===== src/rtl/sysctl_pkg.sv =====
package sysctl_pkg;
  typedef enum logic [1:0] {
    PORT_LAMP_A = 2'd0,
    PORT_LAMP_B = 2'd1,
    PORT_SERCFG = 2'd2,
    PORT_BANK   = 2'd3
  } port_sel_e;

  localparam logic [1:0] CODE_LO_ON  = 2'b10;
  localparam logic [1:0] CODE_HI_ON  = 2'b01;
  localparam logic [1:0] CODE_ALLOFF = 2'b11;
  localparam logic [1:0] BANK_BAD    = 2'b11;
endpackage


===== src/rtl/ctl_port_regs.sv =====
module ctl_port_regs
  import sysctl_pkg::*;
#(
  parameter logic [7:0] BASE = 8'h10,
  parameter int LAMP_PAIRS = 2
) (
  input  logic                    clk,
  input  logic                    rst,
  input  logic                    io_wr,
  input  logic [7:0]              io_addr,
  input  logic [1:0]              io_data,
  output logic [2*LAMP_PAIRS-1:0] led,
  output logic                    ser_en,
  output logic                    autowait_en,
  output logic [1:0]              bank
);
  logic      hit;
  port_sel_e sel;

  assign hit = io_wr && (io_addr[7:2] == BASE[7:2]);
  assign sel = port_sel_e'(io_addr[1:0]);

  for (genvar g = 0; g < LAMP_PAIRS; g++) begin : g_lamp
    always_ff @(posedge clk) begin
      if (rst) begin
        led[2*g+1:2*g] <= 2'b00;
      end else if (hit && (sel == port_sel_e'(g))) begin
        unique case (io_data)
          CODE_LO_ON:  led[2*g]   <= 1'b1;
          CODE_HI_ON:  led[2*g+1] <= 1'b1;
          CODE_ALLOFF: led[2*g+1:2*g] <= 2'b00;
          default: ;
        endcase
      end
    end
  end

  always_ff @(posedge clk) begin
    if (rst) begin
      ser_en      <= 1'b0;
      autowait_en <= 1'b1;
      bank        <= 2'd0;
    end else if (hit) begin
      if (sel == PORT_SERCFG) begin
        ser_en      <= ~io_data[0];
        autowait_en <= ~io_data[1];
      end
      if (sel == PORT_BANK && io_data != BANK_BAD) begin
        bank <= io_data;
      end
    end
  end
endmodule


===== src/rtl/edge_wait_cell.sv =====
module edge_wait_cell (
  input  logic clk,
  input  logic rst,
  input  logic en,
  input  logic req_in,
  output logic pulse
);
  logic req_d;

  always_ff @(posedge clk) begin
    if (rst) begin
      req_d <= 1'b0;
      pulse <= 1'b0;
    end else begin
      req_d <= req_in;
      pulse <= req_in && !req_d && en;
    end
  end
endmodule


===== src/rtl/wait_timeout.sv =====
module wait_timeout #(
  parameter int TICK_DIV = 50,
  parameter int LIMIT    = 64
) (
  input  logic clk,
  input  logic rst,
  input  logic req,
  output logic wait_n
);
  localparam int PRE_W = (TICK_DIV > 1) ? $clog2(TICK_DIV) : 1;
  localparam int CNT_W = (LIMIT > 1) ? $clog2(LIMIT) : 1;
  localparam logic [PRE_W-1:0] PRE_END = PRE_W'(TICK_DIV - 1);
  localparam logic [CNT_W-1:0] CNT_END = CNT_W'(LIMIT - 1);

  logic [PRE_W-1:0] pre;
  logic [CNT_W-1:0] ticks;
  logic             expired;

  always_ff @(posedge clk) begin
    if (rst || !req) begin
      pre     <= '0;
      ticks   <= '0;
      expired <= 1'b0;
    end else if (!expired) begin
      if (pre == PRE_END) begin
        pre <= '0;
        if (ticks == CNT_END) expired <= 1'b1;
        else                  ticks   <= ticks + 1'b1;
      end else begin
        pre <= pre + 1'b1;
      end
    end
  end

  always_ff @(posedge clk) begin
    if (rst) wait_n <= 1'b1;
    else     wait_n <= ~(req && !expired);
  end
endmodule


===== src/rtl/sysctl_wait.sv =====
module sysctl_wait #(
  parameter logic [7:0] BASE = 8'h10,
  parameter int TICK_DIV = 50,
  parameter int LIMIT    = 64
) (
  input  logic       clk,
  input  logic       rst,
  input  logic       io_wr,
  input  logic [7:0] io_addr,
  input  logic [1:0] io_data,
  input  logic       vid_acc,
  input  logic       gfx_wait,
  input  logic       dsk_wait,
  input  logic       ser_wait,
  output logic [3:0] led,
  output logic       ser_en,
  output logic       autowait_en,
  output logic [1:0] bank,
  output logic       wait_n
);
  localparam int NCELL = 2;

  logic [NCELL-1:0] cell_req, cell_en, cell_pulse;
  logic             any_req;

  ctl_port_regs #(.BASE(BASE), .LAMP_PAIRS(2)) u_regs (
    .clk(clk), .rst(rst), .io_wr(io_wr), .io_addr(io_addr), .io_data(io_data),
    .led(led), .ser_en(ser_en), .autowait_en(autowait_en), .bank(bank)
  );

  assign cell_req = {ser_wait, vid_acc};
  assign cell_en  = {1'b1, autowait_en};

  for (genvar i = 0; i < NCELL; i++) begin : g_cell
    edge_wait_cell u_cell (
      .clk(clk), .rst(rst), .en(cell_en[i]), .req_in(cell_req[i]),
      .pulse(cell_pulse[i])
    );
  end

  assign any_req = gfx_wait || dsk_wait || (|cell_pulse);

  wait_timeout #(.TICK_DIV(TICK_DIV), .LIMIT(LIMIT)) u_tmo (
    .clk(clk), .rst(rst), .req(any_req), .wait_n(wait_n)
  );
endmodule


===== config.mk =====
export PLATFORM = sky130hd
export DESIGN_NAME = sysctl_wait
export DESIGN_NICKNAME = d
export VERILOG_FILES = /design/src/rtl/sysctl_pkg.sv /design/src/rtl/ctl_port_regs.sv /design/src/rtl/edge_wait_cell.sv /design/src/rtl/wait_timeout.sv /design/src/rtl/sysctl_wait.sv
export SDC_FILE = /design/constraint.sdc
export NUM_CORES = 1
export LEC_CHECK = 0
export BUFFER_PORTS_ARGS = -buffer_cell sky130_fd_sc_hd__buf_2
export CAP_MARGIN = 30
export CORE_MARGIN = 2
export CORE_UTILIZATION = 30
export CTS_CLUSTER_SIZE = 16
export DETAILED_ROUTE_END_ITERATION = 12
export GPL_ROUTABILITY_DRIVEN = 0
export GPL_TIMING_DRIVEN = 0
export PLACE_DENSITY_LB_ADDON = 0.08
export SKIP_CTS_REPAIR_TIMING = 1
export SLEW_MARGIN = 25
export SYNTH_ARGS = -nofsm -noshare
export SYNTH_HDL_FRONTEND = slang
export SYNTH_SLANG_ARGS = --single-unit

===== constraint.sdc =====
create_clock -name clk -period 4.85 [get_ports clk]
set_input_delay 0.7275 -clock clk [delete_from_list [all_inputs] [get_ports clk]]
set_output_delay 0.7275 -clock clk [all_outputs]
set_load 0.01 [all_outputs]

==> impl_metrics.ini, run 1 <==
[floorplan]
rows = 23
dieHeight_um = 68.3
io_pins = 26
start_util = 0.310
die_x_um = 68.3
die-area_um2 = 4670
core-area_um2 = 4000

[sta]
hold_viol = 0
period_share = 0.394
tightest_slew_ns = 0.652
rsz0062_at_grt = false
slew_headroom = 0.562
timing.fmax_mhz = 524
slew_violations = 0
period_minus_slack_ns = 1.91
fin_setup_tns_ns = 0
finalSetupViolCount = 0
fin_worst_skew_ns = 0.00152
worst_slack_ns = 2.94

[power_and_ir_drop]
power.leakage_nw = 0.556
totalPowerFinal_uw = 395
cellPowerDensity_nw_per_um2 = 267
vdd_drop_max_uv = 126

[logic_synthesis]
yosysTopAreaCell = dfxtp_1
synth_edf_count = 0
ys_ff_latch = 26
yosys_warnings = 0
netlist.area_leader.share = 0.419
avgSynthCellArea_um2 = 9.55
syn_inst = 130
yosysMostFrequentCell = dfxtp_1
async_flop_share = 0
syn_nets = 150
synthTopCellsByCount = dfxtp_1, nor3_1, a21oi_1, nor2b_1, or4_1
synth_ff_type = dfxtp_1
netlist_top_cells_area = dfxtp_1, mux2i_1, or4_1
synth.distinct_cells = 42
netlist_area_um2 = 1240
ys_seq_area_frac = 0.419

[grt]
grt_use_total = 0.128
grt_max_degree = 15
grt_antenna_before_repair = 0
grt_pass1_vias = 1004
overflow = 0
grt_pass1_wl_um = 4550

[clocking]
clk_latency_ns = 0.27
cts_inserted_buffers = 3
clk_pin_slew_worst_paths_ns = 0.09
htreeDepth = 1
tritoncts = done
cts_buffer_depth = 2
cts.sinks = 26
ctsRootBufferMaster = clkbuf_8

[final_layout]
diodes = 0
drive_gt1_frac = 0.220
design_area_um2 = 1480
area_growth_pct = 19.6
fin_nets = 180

[worst_hold_path]
min_path_type = register to register

[placed_design]
post-place-ws_ns = 2.65
portBuffers = 25
hpwl_um = 1970
placed_area_um2 = 1430

[run_status]
status = completed

[detailed_routing]
ant_nets = 0
wire_per_inst_um = 12.7
drtIter0Drc = 40
drtPass1Iterations = 4
route.vias.total = 1060
via_per_inst = 5.07
drc = 0
wl_um = 2660

[worst_setup_path]
cp.arrival_ns = 2.12
critPathMaxFanout = 7
end_kind = register
critPathLaunchType = primary input
critPathRequiredTime_ns = 5.06
critPathKind = primary input to register

[run]
maxCapViolations = 0
[report_power, final]
part	internal, mW	total (mW)	switching [mW]
clock	0.0726	0.144	0.0711
combinational	0.0151	0.0311	0.0160
sequential	0.218	0.221	0.00296
total	0.305	0.395	0.0900
[cell families (layout without fill, tap and decap cells)]
| kind of cell | Yosys count | in the layout | synth area share |
|---|---|---|---|
| XOR/XNOR | 4 | 4 | 0.0282 |
| AO/OA/AOI/OAI | 21 | 21 | 0.114 |
| buffers and inverters | 9 | 38 | 0.0333 |
| flip-flops | 26 | 26 | 0.419 |
| multiplexers | 6 | 6 | 0.0494 |
| adder cells (fa/ha/maj) | 3 | 3 | 0.0302 |
| AND/OR/NAND/NOR | 61 | 61 | 0.326 |
[cells in the final DEF (no fill, tap or decap), drive strengths merged, types with 2 or more instances in the layout]
master	count
a211oi	4
a21oi	6
nand2	4
nor2b	6
inv	3
nor3b	2
o31ai	3
nor4b	2
nor4bb	2
and2	2
nor4	2
nand2b	4
mux2i	5
buf	29
a31oi	2
nand3	3
nand3b	3
or2	2
or3	2
clkbuf	6
nor2	3
and3b	2
dfxtp	26
ha	3
nand4b	4
nor3	8
xor2	3
or4	6
[critical path, cell delays in order]
cell and delay, ns:
buf_2 0.10, or4_1 0.50, buf_2 0.17, or4_1 0.47, a21oi_1 0.15
[flip-flops by register name, summed over array words and instances (netlist names)]
register / flops
u_regs.autowait_en: 1
u_regs.bank: 2
u_tmo.pre: 6
u_tmo.wait_n: 1
g_cell.u_cell.req_d: 2
u_tmo.ticks: 6
u_regs.led: 4
u_regs.ser_en: 1
g_cell.u_cell.pulse: 2
u_tmo.expired: 1
[through the flow]
| step | hold slack [ns] | cells | utilization |
|---|---|---|---|
| 2_1_floorplan | 0.367 | 130 | - |
| 3_3_place_gp | 0.376 | 205 | 0.357 |
| 3_5_place_dp | 0.381 | 205 | 0.357 |
| 4_1_cts | 0.395 | 209 | 0.371 |
| 5_1_grt | 0.405 | 209 | 0.371 |
| 6_report | 0.391 | 209 | 0.371 |
[routing by layer]
metal / part of all wire / global-route usage / routed length (um)
met1: 0.51 / 0.165 / 1370
met2: 0.45 / 0.211 / 1190
met3: 0.030 / 0.0263 / 80
met4: 0.0094 / 0.0450 / 25
met5: 0 / 0 / 0
[path summary, 6_finish.rpt]
| path | startpoint | end | slack (ns) | depth (start not counted) |
|---|---|---|---|---|
| worst max-delay path | io_addr[1] | u_regs.led[3] | 2.94 | 5 |
| worst min-delay path | g_cell[1].u_cell.req_d | g_cell[1].u_cell.pulse | 0.39 | 1 |
| worst max register to register | u_tmo.pre[0] | u_tmo.ticks[0] | 3.07 | 4 |
| worst min register to register | g_cell[1].u_cell.req_d | g_cell[1].u_cell.pulse | 0.39 | 1 |
[final cells by class]
type	count	area, um2
Multi-Input combinational cell	95	679
Sequential cell	26	520
Timing Repair Buffer	25	125
Clock buffer	4	55.1
Buffer	6	30.0
Tap cell	50	62.6
Inverter	3	11.3
Fill cell	408	2520
Power figures use the tool's default switching activity.
==> run 2: changes to the inputs <==
clock period = 1.6 ns   (was 4.85 ns; I/O delays follow)
==> impl_metrics.ini, run 2 (synthesis gave the netlist of run 1 again) <==
[power_and_ir_drop]
switchingPower_uw = 279
internal_power_uw = 930
seq_power_share = 0.557
totalPowerFinal_mw = 1.21
clock_power_share = 0.361
power.leakage_nw = 0.574
swShare = 0.231
cellPowerDensity_nw_per_um2 = 774
power_frac_comb = 0.082
vdd_drop_max_uv = 382

[worst_setup_path]
reg2reg_slack_ns = 0.06
reg2reg_to = u_tmo.ticks[0]
critPathKind = register to register
critPathLaunchType = register
rr_worst_depth = 4
end_kind = register
cp.arrival_ns = 1.71
r2r-start = u_tmo.ticks[0]
critPathMaxFanout = 6
critPathRequiredTime_ns = 1.77

[detailed_routing]
wl_um = 2680
drc = 0
met3_length_um = 89
ant_nets = 0
via_per_inst = 5.09
dr_wl_met2_um = 1230
dr.max_layer_used = met4
drtIter0Drc = 41
wl_met1_um = 1340
route.vias.total = 1068
wire_per_inst_um = 12.8
drtPass1Iterations = 4

[floorplan]
start_util = 0.310
core-area_um2 = 4000
die_x_um = 68.3
rows = 23
die-area_um2 = 4670
dieHeight_um = 68.3
io_pins = 26

[sta]
period_minus_slack_ns = 1.54
fin_setup_tns_ns = 0
period_share = 0.965
finalSetupViolCount = 0
tightest_slew_ns = 0.648
whs_ns = 0.209
fin_worst_skew_ns = 0.00197
timing.fmax_mhz = 648
hold_viol = 0
slew_headroom = 0.564
slew_violations = 0

[final_layout]
reg_top3 = u_tmo.pre: 6 flops, u_tmo.ticks: 6 flops, u_regs.led: 4 flops
final_cell_mix = buf_2, dfxtp_1, nor3_1, nor2b_1
multi_input_area_um2 = 738
design_area_um2 = 1560
final_cells = 210
drive_gt1_frac = 0.306
seqCellArea_um2 = 526
diodes = 0
fin_nets = 181
fillers = 402
final_common_cell = buf_2
area_growth_pct = 25.8

[clocking]
htreeDepth = 1
cts_buffer_depth = 2
cts.sinks = 26
ctsRootBufferMaster = clkbuf_8
cts_inserted_buffers = 3
tritoncts = done
clk_latency_ns = 0.27
clk_pin_slew_worst_paths_ns = 0.09

[placed_design]
portBuffers = 25
placed_area_um2 = 1430
place_inst = 205
hpwl_um = 1970

[grt]
grt_pass1_vias = 1004
grt_pass1_wl_um = 4550
grt_use_total = 0.128
overflow = 0
grt_antenna_before_repair = 0
grt_max_degree = 15

[worst_hold_path]
min_from = ser_wait
min_path_type = primary input to register
hold_end = g_cell[1].u_cell.req_d
min_delay_path_depth = 2

[run_status]
status = completed

[run]
maxCapViolations = 0
==> run 2: worst max-delay path: stages, from the launching register on <==
cell and delay (ns):
dfxtp_1 0.37, ha_1 0.25, and2_1 0.20, a211oi_2 0.30
mux2_4 0.32
==> run 2: power by group through the flow <==
stage / logic (mW) / clock network [mW] / registers [mW]
after floorplan: 0.0546 / 0 / 0.683
after global placement: 0.0936 / 0 / 0.685
after detailed placement: 0.0950 / 0 / 0.685
after CTS: 0.0952 / 0.446 / 0.670
after global routing: 0.113 / 0.469 / 0.675
final: 0.0993 / 0.437 / 0.673
==> run 2: through the flow <==
step	setup WS (ns)	util
6_report	0.0562	0.390
3_3_place_gp	-0.180	0.357
4_1_cts	-0.170	0.371
5_1_grt	-0.00555	0.390
2_1_floorplan	0.0498	-
3_5_place_dp	-0.148	0.357
==> run 2: per-layer routing <==
layer,track usage,vias up
met5,0,-
met4,0.0450,0
met3,0.0263,2
met2,0.211,16
met1,0.165,496
li1,-,554
==> run 2: worst max path at each step <==
stage / startpoint / cells after the start / endpoint
after floorplan: u_tmo.pre[0] / 4 / u_tmo.ticks[0]
final: u_tmo.ticks[0] / 4 / u_tmo.ticks[0]
after CTS: u_tmo.pre[0] / 4 / u_tmo.ticks[0]
after global placement: u_tmo.pre[0] / 4 / u_tmo.ticks[0]
after detailed placement: u_tmo.pre[0] / 4 / u_tmo.ticks[0]
after global routing: u_tmo.ticks[0] / 4 / u_tmo.ticks[0]
==> run 2: final cells by class <==
cell class	count	area share
repair buffers	27	0.0897
plain buffers	5	0.0168
inverters	3	0.00881
multi-input cells	95	0.473
clock buffers	4	0.0353
flip-flops and latches	26	0.337
well taps	50	0.0401
==> run 3: changes to the inputs <==
ABC_AREA = 1   (was unset)
SETUP_SLACK_MARGIN = 0.2   (was unset)
==> impl_metrics.ini, run 3 <==
[run_status]
status = completed

[final_layout]
final_common_cell = nand2_1
area_growth_pct = 26.6
fillers = 428
diodes = 0
fin_nets = 225
seqCellArea_um2 = 524
final_cell_mix = nand2_1, buf_2, dfxtp_1, nor2_1, inv_1
multi_input_area_um2 = 637
drive_gt1_frac = 0.294
reg_top3 = u_tmo.pre: 6 flops, u_tmo.ticks: 6 flops, u_regs.led: 4 flops

[detailed_routing]
drc = 0
wl_um = 2490
drtPass1Iterations = 4
wire_per_inst_um = 9.79
drtIter0Drc = 36
route.vias.total = 1142
ant_nets = 0
via_per_inst = 4.50

[floorplan]
io_pins = 26
dieHeight_um = 68.0
die_x_um = 68.0
die-area_um2 = 4620
start_util = 0.309
core-area_um2 = 3970
rows = 23

[worst_setup_path]
crit_path_end = u_tmo.ticks[0]
slowest_delay_ns = 0.39
critPathRequiredTime_ns = 1.80
crit_buf_inv = 0
crit_slowest_cell = dfxtp_2
cp_cell_sequence = ha_4 -> nand3_2 -> nor2_4 -> nand2_2 -> nor2_4 -> nand2_2 -> a21oi_2
reg2reg_to = u_tmo.ticks[0]
timing.critical_path.from = u_tmo.pre[0]
r2r-start = u_tmo.pre[0]
cp_top_family = simple AND/OR/NAND/NOR gates
cp.arrival_ns = 1.51
worst-path-stages = 7
end_kind = register
critPathLaunchType = register
critPathMaxFanout = 4
critPathKind = register to register
rr_worst_depth = 7
reg2reg_slack_ns = 0.29

[sta]
worst_slack_ns = 0.289
period_share = 0.820
fin_setup_tns_ns = 0
fin_worst_skew_ns = 0.00252
period_minus_slack_ns = 1.31
slew_violations = 0
hold_viol = 0
tightest_slew_ns = 0.409
finalSetupViolCount = 0
rsz0062_at_grt = false
slew_headroom = 0.726
timing.fmax_mhz = 763

[logic_synthesis]
yosysTopAreaCell = dfxtp_1
yosys_warnings = 0
synth_ff_type = dfxtp_1
ys_ff_latch = 26
ys_seq_area_frac = 0.424
netlist_top_cells_area = dfxtp_1, nand2_1, inv_1
netlist_area_um2 = 1230
netlist.area_leader.share = 0.424
syn_inst = 172
avgSynthCellArea_um2 = 7.14
synth.distinct_cells = 23
synth_edf_count = 0
yosysMostFrequentCell = nand2_1
async_flop_share = 0
synthTopCellsByCount = nand2_1, dfxtp_1, inv_1, nor2_1, a21oi_1
syn_nets = 192

[grt]
grt_pass1_vias = 1073
grt_pass1_wl_um = 4470
grt.met3_usage = 0.0214
overflow = 0
grt_use_total = 0.124
grt_use_met1 = 0.160
grt_max_degree = 16
grt_busiest_layer = met2
grt_antenna_before_repair = 0
grt_util_met2 = 0.208

[clocking]
cts.sinks = 26
htreeDepth = 1
ctsRootBufferMaster = clkbuf_8
clk_pin_slew_worst_paths_ns = 0.09
cts_inserted_buffers = 3
tritoncts = done
clk_latency_ns = 0.27
cts_buffer_depth = 2

[placed_design]
portBuffers = 24
hpwl_um = 1860
post-place-ws_ns = 0.196

[power_and_ir_drop]
vdd_drop_max_uv = 317
cellPowerDensity_nw_per_um2 = 839
power.leakage_nw = 0.659

[run]
maxCapViolations = 0

[worst_hold_path]
min_path_type = primary input to register
-- run 3: cell families after synthesis --
kind of cell             after synthesis  synth area share
AND/OR/NAND/NOR                       96             0.367
buffers and inverters                 28            0.0896
flip-flops                            26             0.424
AO/OA/AOI/OAI                         16            0.0682
XOR/XNOR                               3            0.0214
adder cells (fa/ha/maj)                3            0.0306
-- run 3: layer usage --
metal | wire (um) | part of all wire
met4 | 19 | 0.0076
met5 | 0 | 0
met1 | 1180 | 0.48
met2 | 1160 | 0.47
met3 | 125 | 0.050
-- run 3: power by group --
| part | switching, mW | total [mW] | internal (mW) |
|---|---|---|---|
| sequential | 0.00944 | 0.671 | 0.661 |
| clock | 0.206 | 0.541 | 0.334 |
| combinational | 0.0543 | 0.0929 | 0.0386 |
-- run 3: worst min path at each step --
stage,start,endpoint,slack (ns),depth (start not counted)
3_3_place_gp,g_cell[1].u_cell.req_d,g_cell[1].u_cell.pulse,0.38,1
4_1_cts,ser_wait,g_cell[1].u_cell.req_d,0.17,3
3_5_place_dp,g_cell[0].u_cell.req_d,g_cell[0].u_cell.pulse,0.37,1
6_report,ser_wait,g_cell[1].u_cell.req_d,0.18,3
5_1_grt,ser_wait,g_cell[1].u_cell.req_d,0.19,3
2_1_floorplan,vid_acc,g_cell[0].u_cell.req_d,0.36,2
-- run 3: area by class of cell --
class	instances	area share
tap	50	0.0402
inverter	26	0.0628
sequential	26	0.337
buffer	2	0.00805
clock buffer	3	0.0265
multi-input combinational	118	0.409
clock inverter	1	0.0193
timing repair buffer	28	0.0965
-- run 3: worst reg2reg max path, delay by kind of cell (launching register included) --
kind                     cells  cell delay [ns]
AO/OA/AOI/OAI                1             0.13
adder cells (fa/ha/maj)      1             0.15
flip-flops                   1             0.39
AND/OR/NAND/NOR              5             0.58
-- run 3: metrics by stage --
stage | area [um2] | power (mW) | cells | hold WS [ns] | util
after floorplan | 1230 | 0.729 | 172 | 0.359 | -
after global placement | 1410 | 0.766 | 246 | 0.378 | 0.355
after CTS | 1480 | 1.32 | 250 | 0.173 | 0.373
after global routing | 1560 | 1.37 | 254 | 0.191 | 0.392
after detailed placement | 1410 | 0.767 | 246 | 0.371 | 0.355
final | 1560 | 1.30 | 254 | 0.182 | 0.392
